<file path="config.mk">
export PLATFORM = sky130hd
export DESIGN_NAME = slp_wake_ctrl
export DESIGN_NICKNAME = d
export VERILOG_FILES = /design/src/rtl/slp_pkg.sv /design/src/rtl/slp_ctrl_reg.sv /design/src/rtl/slp_gate_dec.sv /design/src/rtl/slp_wake_seq.sv /design/src/rtl/slp_wake_ctrl.sv
export SDC_FILE = /design/constraint.sdc
export NUM_CORES = 1
export LEC_CHECK = 0
export ABC_AREA = 1
export CAP_MARGIN = 5
export CORE_MARGIN = 4
export CORE_UTILIZATION = 60
export CTS_CLUSTER_SIZE = 28
export DETAILED_ROUTE_END_ITERATION = 10
export DONT_BUFFER_PORTS = 1
export PLACE_DENSITY = 0.84
export SYNTH_ARGS = -nofsm -noshare
export SYNTH_HDL_FRONTEND = slang
export SYNTH_HIERARCHICAL = 1
export SYNTH_SLANG_ARGS = --single-unit
</file>
<file path="constraint.sdc">
create_clock -name clk -period 1.9 [get_ports clk]
set_input_delay 0 -clock clk [delete_from_list [all_inputs] [get_ports clk]]
set_output_delay 0 -clock clk [all_outputs]
set_load 0.02 [all_outputs]
</file>
<file path="src/rtl/slp_pkg.sv">
package slp_pkg;

   typedef enum logic [1:0] {
      ST_RUN     = 2'd0,
      ST_SLEEP   = 2'd1,
      ST_STARTUP = 2'd2,
      ST_HALT4   = 2'd3
   } slp_state_e;

   localparam int MODE_W = 3;

   localparam logic [MODE_W-1:0] MODE_LITE    = 3'b000;
   localparam logic [MODE_W-1:0] MODE_QUIET   = 3'b001;
   localparam logic [MODE_W-1:0] MODE_DEEP    = 3'b010;
   localparam logic [MODE_W-1:0] MODE_KEEPTMR = 3'b011;
   localparam logic [MODE_W-1:0] MODE_STANDBY = 3'b110;

   typedef struct packed {
      logic cpu;
      logic io;
      logic adc;
      logic tmr;
      logic osc;
   } clk_gate_t;

   localparam clk_gate_t GATE_ALL_ON = 5'b11111;

   // clock enables kept alive by each low-power mode
   function automatic clk_gate_t mode_gate(input logic [MODE_W-1:0] m);
      clk_gate_t g;
      case (m)
         MODE_QUIET:   g = 5'b00111;
         MODE_DEEP:    g = 5'b00000;
         MODE_KEEPTMR: g = 5'b00010;
         MODE_STANDBY: g = 5'b00001;
         default:      g = 5'b01111;
      endcase
      return g;
   endfunction

endpackage

</file>
<file path="src/rtl/slp_ctrl_reg.sv">
module slp_ctrl_reg #(
   parameter int MODE_W = 3
) (
   input  logic              clk,
   input  logic              rst_n,
   input  logic              clr,
   input  logic              we,
   input  logic [MODE_W:0]   wdata,
   output logic              arm,
   output logic [MODE_W-1:0] mode
);

   logic [MODE_W:0] word_q;

   always_ff @(posedge clk or negedge rst_n) begin
      if (!rst_n) begin
         word_q <= '0;
      end else if (clr) begin
         word_q <= '0;
      end else if (we) begin
         word_q <= wdata;
      end
   end

   assign arm  = word_q[0];
   assign mode = word_q[MODE_W:1];

endmodule

</file>
<file path="src/rtl/slp_gate_dec.sv">
module slp_gate_dec
   import slp_pkg::*;
(
   input  slp_state_e        state,
   input  logic [MODE_W-1:0] mode,
   output clk_gate_t         gate
);

   always_comb begin
      case (state)
         ST_SLEEP: gate = mode_gate(mode);
         ST_STARTUP: begin
            gate     = mode_gate(mode);
            gate.osc = 1'b1;
         end
         default: gate = GATE_ALL_ON;
      endcase
   end

endmodule

</file>
<file path="src/rtl/slp_wake_seq.sv">
module slp_wake_seq
   import slp_pkg::*;
#(
   parameter int IRQ_N      = 8,
   parameter int CNT_W      = 8,
   parameter int STBY_DELAY = 6,
   parameter bit SYNC_IRQ   = 1'b0
) (
   input  logic              clk,
   input  logic              rst_n,
   input  logic              rst_req,
   input  logic              go_sleep,
   input  logic [MODE_W-1:0] mode_in,
   input  logic [IRQ_N-1:0]  irq_req,
   input  logic [IRQ_N-1:0]  irq_en,
   input  logic [CNT_W-1:0]  startup_cycles,
   output slp_state_e        state,
   output logic [MODE_W-1:0] mode_q,
   output logic              resume_irq,
   output logic              resume_rst
);

   localparam int HALT_N = 4;
   localparam logic [CNT_W-1:0] HALT_LAST = CNT_W'(HALT_N - 1);
   localparam logic [CNT_W-1:0] STBY_CNT  = CNT_W'(STBY_DELAY);
   localparam logic [CNT_W-1:0] CNT_ONE   = CNT_W'(1);

   logic             irq_hit;
   logic [CNT_W-1:0] cnt_q;
   logic [CNT_W-1:0] wake_delay;

   generate
      if (SYNC_IRQ) begin : g_irq_sync
         logic hit_q;
         always_ff @(posedge clk or negedge rst_n) begin
            if (!rst_n) hit_q <= 1'b0;
            else        hit_q <= |(irq_req & irq_en);
         end
         assign irq_hit = hit_q;
      end else begin : g_irq_direct
         assign irq_hit = |(irq_req & irq_en);
      end
   endgenerate

   always_comb begin
      case (mode_q)
         MODE_DEEP, MODE_KEEPTMR: wake_delay = startup_cycles;
         MODE_STANDBY:            wake_delay = STBY_CNT;
         default:                 wake_delay = '0;
      endcase
   end

   always_ff @(posedge clk or negedge rst_n) begin
      if (!rst_n) begin
         state      <= ST_RUN;
         cnt_q      <= '0;
         mode_q     <= '0;
         resume_irq <= 1'b0;
         resume_rst <= 1'b0;
      end else begin
         resume_irq <= 1'b0;
         resume_rst <= 1'b0;
         if (rst_req) begin
            state      <= ST_RUN;
            cnt_q      <= '0;
            resume_rst <= 1'b1;
         end else begin
            case (state)
               ST_RUN: begin
                  if (go_sleep) begin
                     state  <= ST_SLEEP;
                     mode_q <= mode_in;
                  end
               end
               ST_SLEEP: begin
                  if (irq_hit) begin
                     if (wake_delay == '0) begin
                        state <= ST_HALT4;
                        cnt_q <= HALT_LAST;
                     end else begin
                        state <= ST_STARTUP;
                        cnt_q <= wake_delay;
                     end
                  end
               end
               ST_STARTUP: begin
                  if (cnt_q == CNT_ONE) begin
                     state <= ST_HALT4;
                     cnt_q <= HALT_LAST;
                  end else begin
                     cnt_q <= cnt_q - CNT_ONE;
                  end
               end
               default: begin
                  if (cnt_q == '0) begin
                     state      <= ST_RUN;
                     resume_irq <= 1'b1;
                  end else begin
                     cnt_q <= cnt_q - CNT_ONE;
                  end
               end
            endcase
         end
      end
   end

endmodule

</file>
<file path="src/rtl/slp_wake_ctrl.sv">
module slp_wake_ctrl
   import slp_pkg::*;
#(
   parameter int IRQ_N      = 8,
   parameter int CNT_W      = 8,
   parameter int STBY_DELAY = 6,
   parameter bit SYNC_IRQ   = 1'b0
) (
   input  logic             clk,
   input  logic             rst_n,
   input  logic             cfg_we,
   input  logic [3:0]       cfg_wdata,
   output logic [3:0]       ctrl_q,
   input  logic             sleep_strb,
   input  logic [IRQ_N-1:0] irq_req,
   input  logic [IRQ_N-1:0] irq_en,
   input  logic             rst_req,
   input  logic [CNT_W-1:0] startup_cycles,
   output logic             core_halt,
   output logic             cpu_clk_en,
   output logic             io_clk_en,
   output logic             adc_clk_en,
   output logic             tmr_clk_en,
   output logic             osc_en,
   output logic             resume_irq,
   output logic             resume_rst
);

   generate
      if (IRQ_N < 1) begin : g_bad_irq
         $error("IRQ_N must be at least 1");
      end
      if (CNT_W < 3) begin : g_bad_cnt
         $error("CNT_W must be at least 3");
      end
      if (STBY_DELAY < 1 || STBY_DELAY >= (1 << CNT_W)) begin : g_bad_stby
         $error("STBY_DELAY must be nonzero and fit in CNT_W bits");
      end
   endgenerate

   logic              arm;
   logic [MODE_W-1:0] cfg_mode;
   logic [MODE_W-1:0] mode_q;
   slp_state_e        state;
   clk_gate_t         gate;

   slp_ctrl_reg #(.MODE_W(MODE_W)) u_reg (
      .clk   (clk),
      .rst_n (rst_n),
      .clr   (rst_req),
      .we    (cfg_we),
      .wdata (cfg_wdata),
      .arm   (arm),
      .mode  (cfg_mode)
   );

   slp_wake_seq #(
      .IRQ_N      (IRQ_N),
      .CNT_W      (CNT_W),
      .STBY_DELAY (STBY_DELAY),
      .SYNC_IRQ   (SYNC_IRQ)
   ) u_seq (
      .clk            (clk),
      .rst_n          (rst_n),
      .rst_req        (rst_req),
      .go_sleep       (sleep_strb & arm),
      .mode_in        (cfg_mode),
      .irq_req        (irq_req),
      .irq_en         (irq_en),
      .startup_cycles (startup_cycles),
      .state          (state),
      .mode_q         (mode_q),
      .resume_irq     (resume_irq),
      .resume_rst     (resume_rst)
   );

   slp_gate_dec u_dec (
      .state (state),
      .mode  (mode_q),
      .gate  (gate)
   );

   assign ctrl_q     = {cfg_mode, arm};
   assign core_halt  = (state != ST_RUN);
   assign cpu_clk_en = gate.cpu;
   assign io_clk_en  = gate.io;
   assign adc_clk_en = gate.adc;
   assign tmr_clk_en = gate.tmr;
   assign osc_en     = gate.osc;

endmodule

</file>
== After elaboration in Yosys (flattened, before gate mapping) ==
Cells that the tools add are included.

* Memories: 0
* Bits in writable memories: 0
* Register bits after elaboration: 19
* ROM bits: 0
* Output and inout port bits: 12
* Logic and storage cells: 56
* Input port bits: 33
* Bits in latches: 0

* Mux-type cells: 22
* Bitwise operators: 3
* Reduce and logical (&&, ||, !) cells: 12
* Magnitude comparators: 0
* $mul: 0
* Div/mod/pow operators: 0
* Add/subtract/negate cells: 1
* Equality and inequality tests: 12
* Shift-type cells: 0

{| class="wikitable"
|+ Operator list
! operator !! count
|-
| two-way mux 8 bit || 5
|-
| case mux 8 bit (3 select lines) || 1
|-
| logical NOT 8 bit || 2
|-
| case mux 4 bit (4 select lines) || 1
|-
| case mux 8 bit (2 select lines) || 1
|-
| two-way mux 2 bit || 5
|-
| case mux 5 bit (2 select lines) || 1
|-
| AND 8 bit || 1
|-
| equality test 8 x 1 -> 1 bit, second input constant || 1
|-
| two-way mux 4 bit || 2
|-
| OR reduction 8 bit || 1
|-
| subtractor 8 x 1 -> 8 bit, second input constant || 1
|-
| equality test 3 x 2 -> 1 bit, second input constant || 2
|-
| inequality test 3 bit, second input constant || 2
|-
| case mux 2 bit (3 select lines) || 1
|-
| AND reduction 3 bit || 2
|-
| two-way mux 1 bit || 5
|-
| nonzero test 5 bit || 1
|-
| inequality test 4 x 2 -> 1 bit, second input constant || 1
|-
| AND reduction 4 bit || 1
|-
| nonzero test 2 bit || 2
|-
| equality test 3 x 1 -> 1 bit, second input constant || 1
|-
| equality test 3 bit, second input constant || 1
|-
| inequality test 3 x 2 -> 1 bit, second input constant || 1
|-
| other kinds (8) || 8
|}

== Logic depth before layout (Yosys ltp) ==
Gate-level depths: netlist of the first run.

* Word-level depth: 8
* Mapped depth: 11

== Hierarchy ==
Netlist of the first run, hierarchy kept.

{| class="wikitable"
|+ By module, submodules not included
! module !! area an instance (um^2) !! seq. area each (um^2) !! cells an instance !! instances
|-
| slp_wake_seq || 1188.6 || 375.4 || 179 || 1
|-
| slp_ctrl_reg || 160.2 || 100.1 || 18 || 1
|-
| slp_gate_dec || 106.4 || 0.0 || 20 || 1
|-
| slp_wake_ctrl || 26.3 || 0.0 || 6 || 1
|}

== Least setup slack after synthesis of the first run ==
OpenSTA, ideal clock, no wires.

* Path type: register to register
* From: register u_seq.state[0]
* To: register u_seq.cnt_q[0]
* Data required time: 1.835 ns
* Stages on the path, launching flop included: 9
* Setup time: 0.065 ns
* Period minus slack after synthesis: 1.512 ns
* Arrival: 1.447 ns
* Path slack: 0.388 ns
* Cell sequence: dfrtp_1 -> inv_1 -> ha_1 -> inv_1 -> nand3_1 -> nand3_4 -> nor2_4 -> nand3_1 -> nand2_1

* Cells in the longest elaborated chain, start to end: 3

{| class="wikitable"
|+ Ends and longest elaborated chain
! item !! RTL line !! source
|-
| start: declaration || slp_wake_seq.sv:17 || <nowiki>output slp_state_e state,</nowiki>
|-
| start signal: assignment || slp_wake_seq.sv:55 || <nowiki>state <= ST_RUN;</nowiki>
|-
| start signal: assignment || slp_wake_seq.sv:64 || <nowiki>state <= ST_RUN;</nowiki>
|-
| start signal: assignment || slp_wake_seq.sv:71 || <nowiki>state <= ST_SLEEP;</nowiki>
|-
| equality test 2 x 1 -> 1 bit, or another cell as far along || slp_wake_seq.sv:68 || <nowiki>case (state)</nowiki>
|-
| inequality test 4 x 2 -> 1 bit (no line), or another cell as far along || - ||
|-
| AND reduction 3 bit (no line) or two-way mux 8 bit (tied branches) || - ||
|-
| end signal: assignment || slp_wake_seq.sv:82 || <nowiki>cnt_q <= wake_delay;</nowiki>
|-
| end signal: assignment || slp_wake_seq.sv:91 || <nowiki>cnt_q <= cnt_q - CNT_ONE;</nowiki>
|-
| end signal: assignment || slp_wake_seq.sv:99 || <nowiki>cnt_q <= cnt_q - CNT_ONE;</nowiki>
|-
| end: declaration || slp_wake_seq.sv:29 || <nowiki>logic [CNT_W-1:0] cnt_q;</nowiki>
|}

Several ways; a longest one is shown, not always the timed one.
A chain may end at the register's enable or synchronous reset.

== Worst setup path in the final report of the first run ==
* From: register u_seq.state[1]
* To: register u_seq.state[1]

* Cells in the longest elaborated chain, start to end: 3

{| class="wikitable"
|+ Ends and longest elaborated chain
! item !! RTL line
|-
| equality test 2 bit, or another cell as far along || slp_wake_seq.sv:68
|-
| inequality test 3 bit (no line), or another cell as far along || -
|-
| AND reduction 4 bit (no line) or two-way mux 2 bit (tied branches) || -
|}

Several ways; a longest one is shown, not always the timed one.

==> results of run 1 <==
==> cells by family (layout without fill, tap and decap cells) <==
logic type | Yosys count | in the layout
AO/OA/AOI/OAI | 17 | 17
flip-flops | 19 | 19
multiplexers | 1 | 1
XOR/XNOR | 5 | 5
adder cells (fa/ha/maj) | 9 | 9
AND/OR/NAND/NOR | 139 | 139
buffers and inverters | 33 | 49
==> Yosys cell counts (2+ instances only) <==
| library cell | instances | area [um^2] |
|---|---|---|
| ha_1 | 9 | 113 |
| inv_1 | 28 | 105 |
| xor2_1 | 5 | 43.8 |
| o21ai_1 | 4 | 20.0 |
| nand3b_1 | 2 | 15.0 |
| nor2_4 | 2 | 22.5 |
| dfrtp_1 | 19 | 475 |
| nand2_1 | 77 | 289 |
| inv_2 | 4 | 15.0 |
| a21oi_1 | 4 | 20.0 |
| nand4_1 | 2 | 12.5 |
| nand2_2 | 3 | 18.8 |
| o21ai_0 | 8 | 40.0 |
| nand3_2 | 2 | 20.0 |
| nor2_1 | 23 | 86.3 |
| nand3_1 | 22 | 110 |
| nor2_2 | 3 | 18.8 |
==> stage by stage <==
step | cells | cell area [um^2] | power, mW
final | 267 | 1680 | 2.89
after global routing | 267 | 1680 | 3.18
after detailed placement | 250 | 1510 | 2.55
after global placement | 250 | 1510 | 2.48
after floorplan | 223 | 1480 | 2.20
after CTS | 267 | 1670 | 2.79
==> worst min-delay path, stage by stage <==
cell and delay [ns]:
nand2_1 0.08, o21ai_0 0.08, nand2_1 0.05, o21ai_0 0.07
==> area by class of cell <==
type | instances | area [um^2]
multi-input cells | 171 | 893
fillers | 185 | 592
flip-flops and latches | 19 | 478
repair buffers | 13 | 130
inverters | 32 | 120
well taps | 28 | 35.0
clock buffers | 3 | 22.5
clock inverters | 1 | 5.00
==> per-layer routing <==
metal	vias up	wire length, um
li1	730	-
met1	697	1500
met2	67	1790
met3	6	332
met4	0	34
met5	-	0
==> power groups by stage <==
stage / registers, mW / clock network, mW / logic, mW
6_report: 0.700 / 0.204 / 1.99
5_1_grt: 0.719 / 0.235 / 2.23
4_1_cts: 0.691 / 0.210 / 1.89
3_5_place_dp: 0.701 / 0 / 1.85
3_3_place_gp: 0.690 / 0 / 1.79
2_1_floorplan: 0.660 / 0 / 1.54
==> timing repair <==
action                                  4_1_cts  5_1_grt
endpoints found under the hold margin        35        0
resized for setup                             0        5
endpoints found under the setup margin        0       10
hold buffers                                 13        0
==> sequential cells by signal, indices dropped and copies added (netlist names) <==
register	cells
u_reg/word_q	4
u_seq/cnt_q	8
u_seq/mode_q	3
u_seq/resume_irq	1
u_seq/resume_rst	1
u_seq/state	2
==> worst paths after layout <==
| check | start | to | slack, ns | cells after the start |
|---|---|---|---|---|
| max | u_seq/state[1] | u_seq/state[1] | 0.14 | 8 |
| min | startup_cycles[3] | u_seq/cnt_q[3] | 0.03 | 4 |
| max reg2reg | u_seq/state[1] | u_seq/state[1] | 0.14 | 8 |
| min reg2reg | u_seq/cnt_q[1] | u_seq/cnt_q[1] | 0.52 | 2 |
| max in group asynchronous | rst_n | u_seq/state[0] | 1.03 | 1 |
| min in group asynchronous | rst_n | u_seq/cnt_q[4] | 0.26 | 1 |
==> results.md, run 1 <==
- Number of synthesized register bits: 19
- Num rows: 17
- Worst min-delay path class: in -> reg
- Initial antenna violation count: 0
- Grt peak-use layer: met2
- Most frequent cells in the layout: 77 x nand2_1, 28 x inv_1, 23 x nor2_1
- Xor/xnor share of the synthesized area: 2.96%
- Grt met2 use: 39.4%
- Worst-Skew Late Latency: 0.29 ns
- Clock sink count: 19
- Slowest cell delay on critical path: approximately 0.46 ns
- Max Cap Viol: 0
- VDD IR-drop max: 0.00125 V
- CP arrival: 1.95 ns
- Fin Hold WS: 0.0270 ns
- Most common cell after layout, fill and taps aside: nand2_1
- Layout cell share with drive strength beyond 1: 10.5%
- Largest family of logic cells by synthesized area: simple AND/OR/NAND/NOR gates
- Buf+Inv Stages, Crit Path: 1
- Synthesized Nets: 265
- Nets: between 200 and 300
- Delay-heaviest family, CP: flip-flops
- Clock Skews: 0.00288 ns
- Final core occ: 74.0%
- CP Data Required Time: 2.09 ns
- First-pass GRT wire length: between 5000 and 6000 um
- Mux cell area share after synthesis: less than 1%
- CP dominant cell by count: o21ai_0
- Slew @ Worst Pin: ~0.89 ns
- Core area: about 2300 um^2
- RSZ-0062 raised after global routing: no
- Met3 Use GR: 2.90%
- Mapped Cells: 223
- DR vias: 1,500
- Adder-cell share of the synthesized area: under 10%
- PortBufs: 0
- Final hold violations: 0
- Post-synthesis area per instance: 6.64 um^2
- Complex-gate fraction of the synthesized area: 5.91%
- Status: finished clean
- Clock Tree Root: clkbuf_4
- Inserted Diodes: 0
- Leak pwr: 0.898 nW
- CTS Buf Count: 3
- Sequential power share: 24.2%
- CP Capture Type: flop
- Worst path cell trace: inv_1, ha_1, nand2_2, nor2_2, nand3_2, o21ai_0, nor2_1, o21ai_0
- Sw frac: between 50 and 60%
- CP Max Fanout: 6
- GPL Wtd Cong: 0.835
- CP max-delay cell: dfrtp_2
- CTS tree: yes
- Internal power contribution: 1.29 mW
- Warnings from Yosys: 6
- Sw power: 1.60 mW
- Setup crit start kind: flop
- Syn Std Cell Area: 1480 um^2
- Vias in the first global route: around 1,400
- Die Y: 57.7 um
- Endpoints failing setup: 0
- Simple-Gate Fraction of Synth Area: between 40% and 50%
- Clk pwr share: 7.1%
- Routed wire length: 3660 um
- Met1 usage: approximately 28%
- # IOs: 45
- CTS Buffer Depth: 2
- Slew Viols, Final: 0
- Post-route minimum period: 1.76 ns
- Async S/R FF share, synth: 100%
- Layout area overhead: 13.7%
- Sequential-to-total area share from yosys stat: 32.1%
- Routed len/inst: 13.7 um
- DR iter-0 viols: 89
- Period utilization: 92.4%
- Fin worst setup slack: about 0.14 ns
- Crit path kind: reg -> reg
- Clock-pin slew on the worst setup and hold paths: 0.11 ns
- EDFF count, synth: 0
- Via/cell ratio: approximately 5.6
- Synth unique cells: 23
- Pin count of the biggest net entering global routing: 20
- DP HPWL: between 2000 and 3000 um
- 1st-pass router iterations: 4
- Die W: 57.7 um
- H-Tree Level Count: 1
- Die area: 3330 um^2
- Initial core utilization: 65.1%
- Pwr/cell area: 1720 nW/um^2
- GR Overflow Total: 0
- Setup TNS: 0 ns
- Main synth FF type: dfrtp_1
- DP Worst Slack: approximately 0.17 ns
- Relative slew slack: 40.4%
- Tot GR Track Use: 22.3%
- Max Fclk: 570 MHz
- Comb pwr share: 68.7%
- DRC Markers: 0
- Post-DRT Antenna Nets: 0
- Post-CTS Setup Bufs: 0
No activity file was read; power rests on OpenSTA's default activity.
==> run 2: changes to the inputs <==
- BUFFER_PORTS_ARGS: unset -> -buffer_cell sky130_fd_sc_hd__buf_2
- CORE_UTILIZATION: 60 -> 51
- DONT_BUFFER_PORTS: 1 -> unset
- PLACE_DENSITY: 0.84 -> 0.87
==> run 2 against run 1 <==
Against the previous run:
- non-clock buffer count rose by 39
- critical endpoint unchanged
- core utilization fell by 7.2 points
- power rose by 3.1%
- cell count rose by 16%
- flip-flop and latch count did not move
- register-to-register slack improved by 0.02 ns
- sequential power fell by 2%
- largest cell class unchanged
- count of clock-buffer cells in the layout rose by 1
- routed wire length rose by 4.5%
==> results.md, run 2 (synthesized netlist as in run 1, its figures left out) <==
- Status: finished clean
- Top Registers: u_seq/cnt_q: 8 flops, u_reg/word_q: 4 flops, u_seq/mode_q: 3 flops
- Dpl cell area: 1730 um^2 (+15%)
- Vias in the first global route: 1,445 (+0.91%)
- CTS tree: yes
- First-pass GRT wire length: 6240 um (+7.2%)
- Slew @ Worst Pin: 0.447 ns (-0.444 ns)
- Most frequent cells in the layout: 77 x nand2_1, 44 x buf_2, 28 x inv_1
- H-Tree Level Count: 1 (unchanged)
- Inserted Diodes: 0 (unchanged)
- Crit path kind: reg -> reg
- 1st-pass router iterations: 4 (unchanged)
- Slew Viols, Final: 0 (unchanged)
- Relative slew slack: 70.2% (+30 points)
- DP HPWL: 2930 um (+6.3%)
- # fillers: 252 (+36%)
- Die W: 61.9 um (+7.3%)
- Worst min-delay path class: in -> reg
- Routed len/inst: 12.4 um (-9.7%)
- Clock Tree Root: clkbuf_4
- Layout area overhead: 24.3%
- CP arrival: 1.91 ns (-0.04 ns)
- Max Fclk: 577 MHz (+1.3%)
- Pwr/cell area: 1620 nW/um^2 (-5.7%)
- Pin count of the biggest net entering global routing: 20 (unchanged)
- Core area: 2760 um^2 (+21%)
- Num rows: 19 (+2)
- Worst-Skew Late Latency: 0.31 ns (+0.02 ns)
- Setup TNS: 0 ns (unchanged)
- Fin Hold WS: 0.0118 ns (-0.0152 ns)
- Initial antenna violation count: 0 (unchanged)
- Routed wire length: 3820 um (+4.5%)
- Die Y: 61.9 um (+7.3%)
- CP Data Required Time: 2.08 ns (about the same)
- RSZ-0062 raised after global routing: no
- Clock-pin slew on the worst setup and hold paths: 0.11 ns (about the same)
- GR Overflow Total: 0 (unchanged)
- CP Capture Type: flop
- Max Cap Viol: 0 (unchanged)
- VDD IR-drop max: 0.00160 V (+28%)
- Finished Cell Area: 1840 um^2 (+9.4%)
- CTS Buf Count: 3 (unchanged)
- DR vias: 1,606 (+7.1%)
- DRC Markers: 0 (unchanged)
- # IOs: 45 (unchanged)
- Post-route minimum period: 1.73 ns (-0.0225 ns)
- Post-DRT Antenna Nets: 0 (unchanged)
- Endpoints failing setup: 0 (unchanged)
- Final hold violations: 0 (unchanged)
- GPL Wtd Cong: 0.850 (+1.7%)
- Post-CTS Setup Bufs: 0 (unchanged)
- Via/cell ratio: 5.20 (-7.5%)
- Leak pwr: 1.05 nW (+17%)
- PortBufs: 44 (+44)
- Clock sink count: 19 (unchanged)
- Setup crit start kind: flop
- Initial core utilization: 53.7% (-11 points)
- CTS Buffer Depth: 2 (unchanged)
- Period utilization: 91.2% (-1.2 points)
- Layout cell share with drive strength beyond 1: 23.7% (+13 points)
- Tot GR Track Use: 21.9% (-0.35 points)
- CP Max Fanout: 6 (unchanged)
- Nets: 321 (+14%)
- DR iter-0 viols: 123 (+38%)
- Most common cell after layout, fill and taps aside: nand2_1
- Die area: 3830 um^2 (+15%)
- Clock Skews: 0.0124 ns (+0.00954 ns)
- Max reg flops: 8 (unchanged)
- Reg with most FFs: u_seq/cnt_q
==> run 2: changes by cell type in the layout (fill, tap and decap cells not counted) <==
cell and delta:
buf_2 +44, dlygate4sd3_1 -5, ha_1 +2, clkbuf_1 +1, clkinv_2 -1, ha_2 -1
ha_4 -1
==> run 2: final timing paths <==
path	slack [ns]	from	cells after the start	endpoint
worst max-delay path	0.17	u_seq/state[1]	9	u_seq/state[1]
worst min-delay path	0.01	cfg_we	3	u_reg/word_q[3]
worst max register to register	0.17	u_seq/state[1]	9	u_seq/state[1]
worst min register to register	0.51	u_reg/word_q[1]	2	u_reg/word_q[1]
max in group asynchronous	1.40	rst_n	2	u_seq/state[1]
min in group asynchronous	0.15	rst_n	2	u_seq/cnt_q[3]
==> run 2: area by class of cell <==
| cell class | count | area, um^2 | share of cell area, % |
|---|---|---|---|
| timing repair buffer | 52 | 300 | 16.3 |
| clock buffer | 4 | 26.3 | 1.43 |
| tap | 31 | 38.8 | 2.11 |
| inverter | 32 | 120 | 6.52 |
| multi-input combinational | 171 | 878 | 47.7 |
| sequential | 19 | 478 | 26.0 |
==> run 2: stage by stage <==
step	cells	util, %	setup WS (ns)	total power [mW]
detailed placement	297	62.8	0.171	2.71
floorplan	223	-	0.388	2.20
CTS	309	66.7	0.141	2.94
global route	309	66.8	0.0227	3.29
global placement	297	62.8	0.274	2.65
finish	309	66.8	0.168	2.98
==> run 2: timing repair <==
action / in CTS / in global routing
endpoints found under the hold margin: 24 / 0
setup endpoints to repair: 0 / 5
hold buffers: 8 / 0
resized for setup: 0 / 2
==> run 2: power breakdown <==
| group | leakage (nW) | switching, mW | internal, mW |
|---|---|---|---|
| Combinational | 0.795 | 1.34 | 0.732 |
| Clock | 0.0150 | 0.137 | 0.0819 |
| Sequential | 0.244 | 0.152 | 0.536 |
| Total | 1.05 | 1.63 | 1.35 |
==> run 2: metal layers <==
layer,share of wire (%),track usage (%),vias to the layer above,wire length (um)
li1,-,-,803,-
met1,42,29.9,725,1610
met2,49,35.3,74,1870
met3,7.5,4.34,4,286
met4,1.3,6.36,0,48
met5,0,0,-,0
==> run 2: worst max-delay path, stage by stage, from the launching register on <==
cell	delay, ns
dfrtp_2	0.46
inv_1	0.13
ha_1	0.29
nand2_2	0.08
nor2_2	0.11
nand3_2	0.11
o21ai_0	0.12
nor2_1	0.12
nand2_1	0.09
o21ai_0	0.10
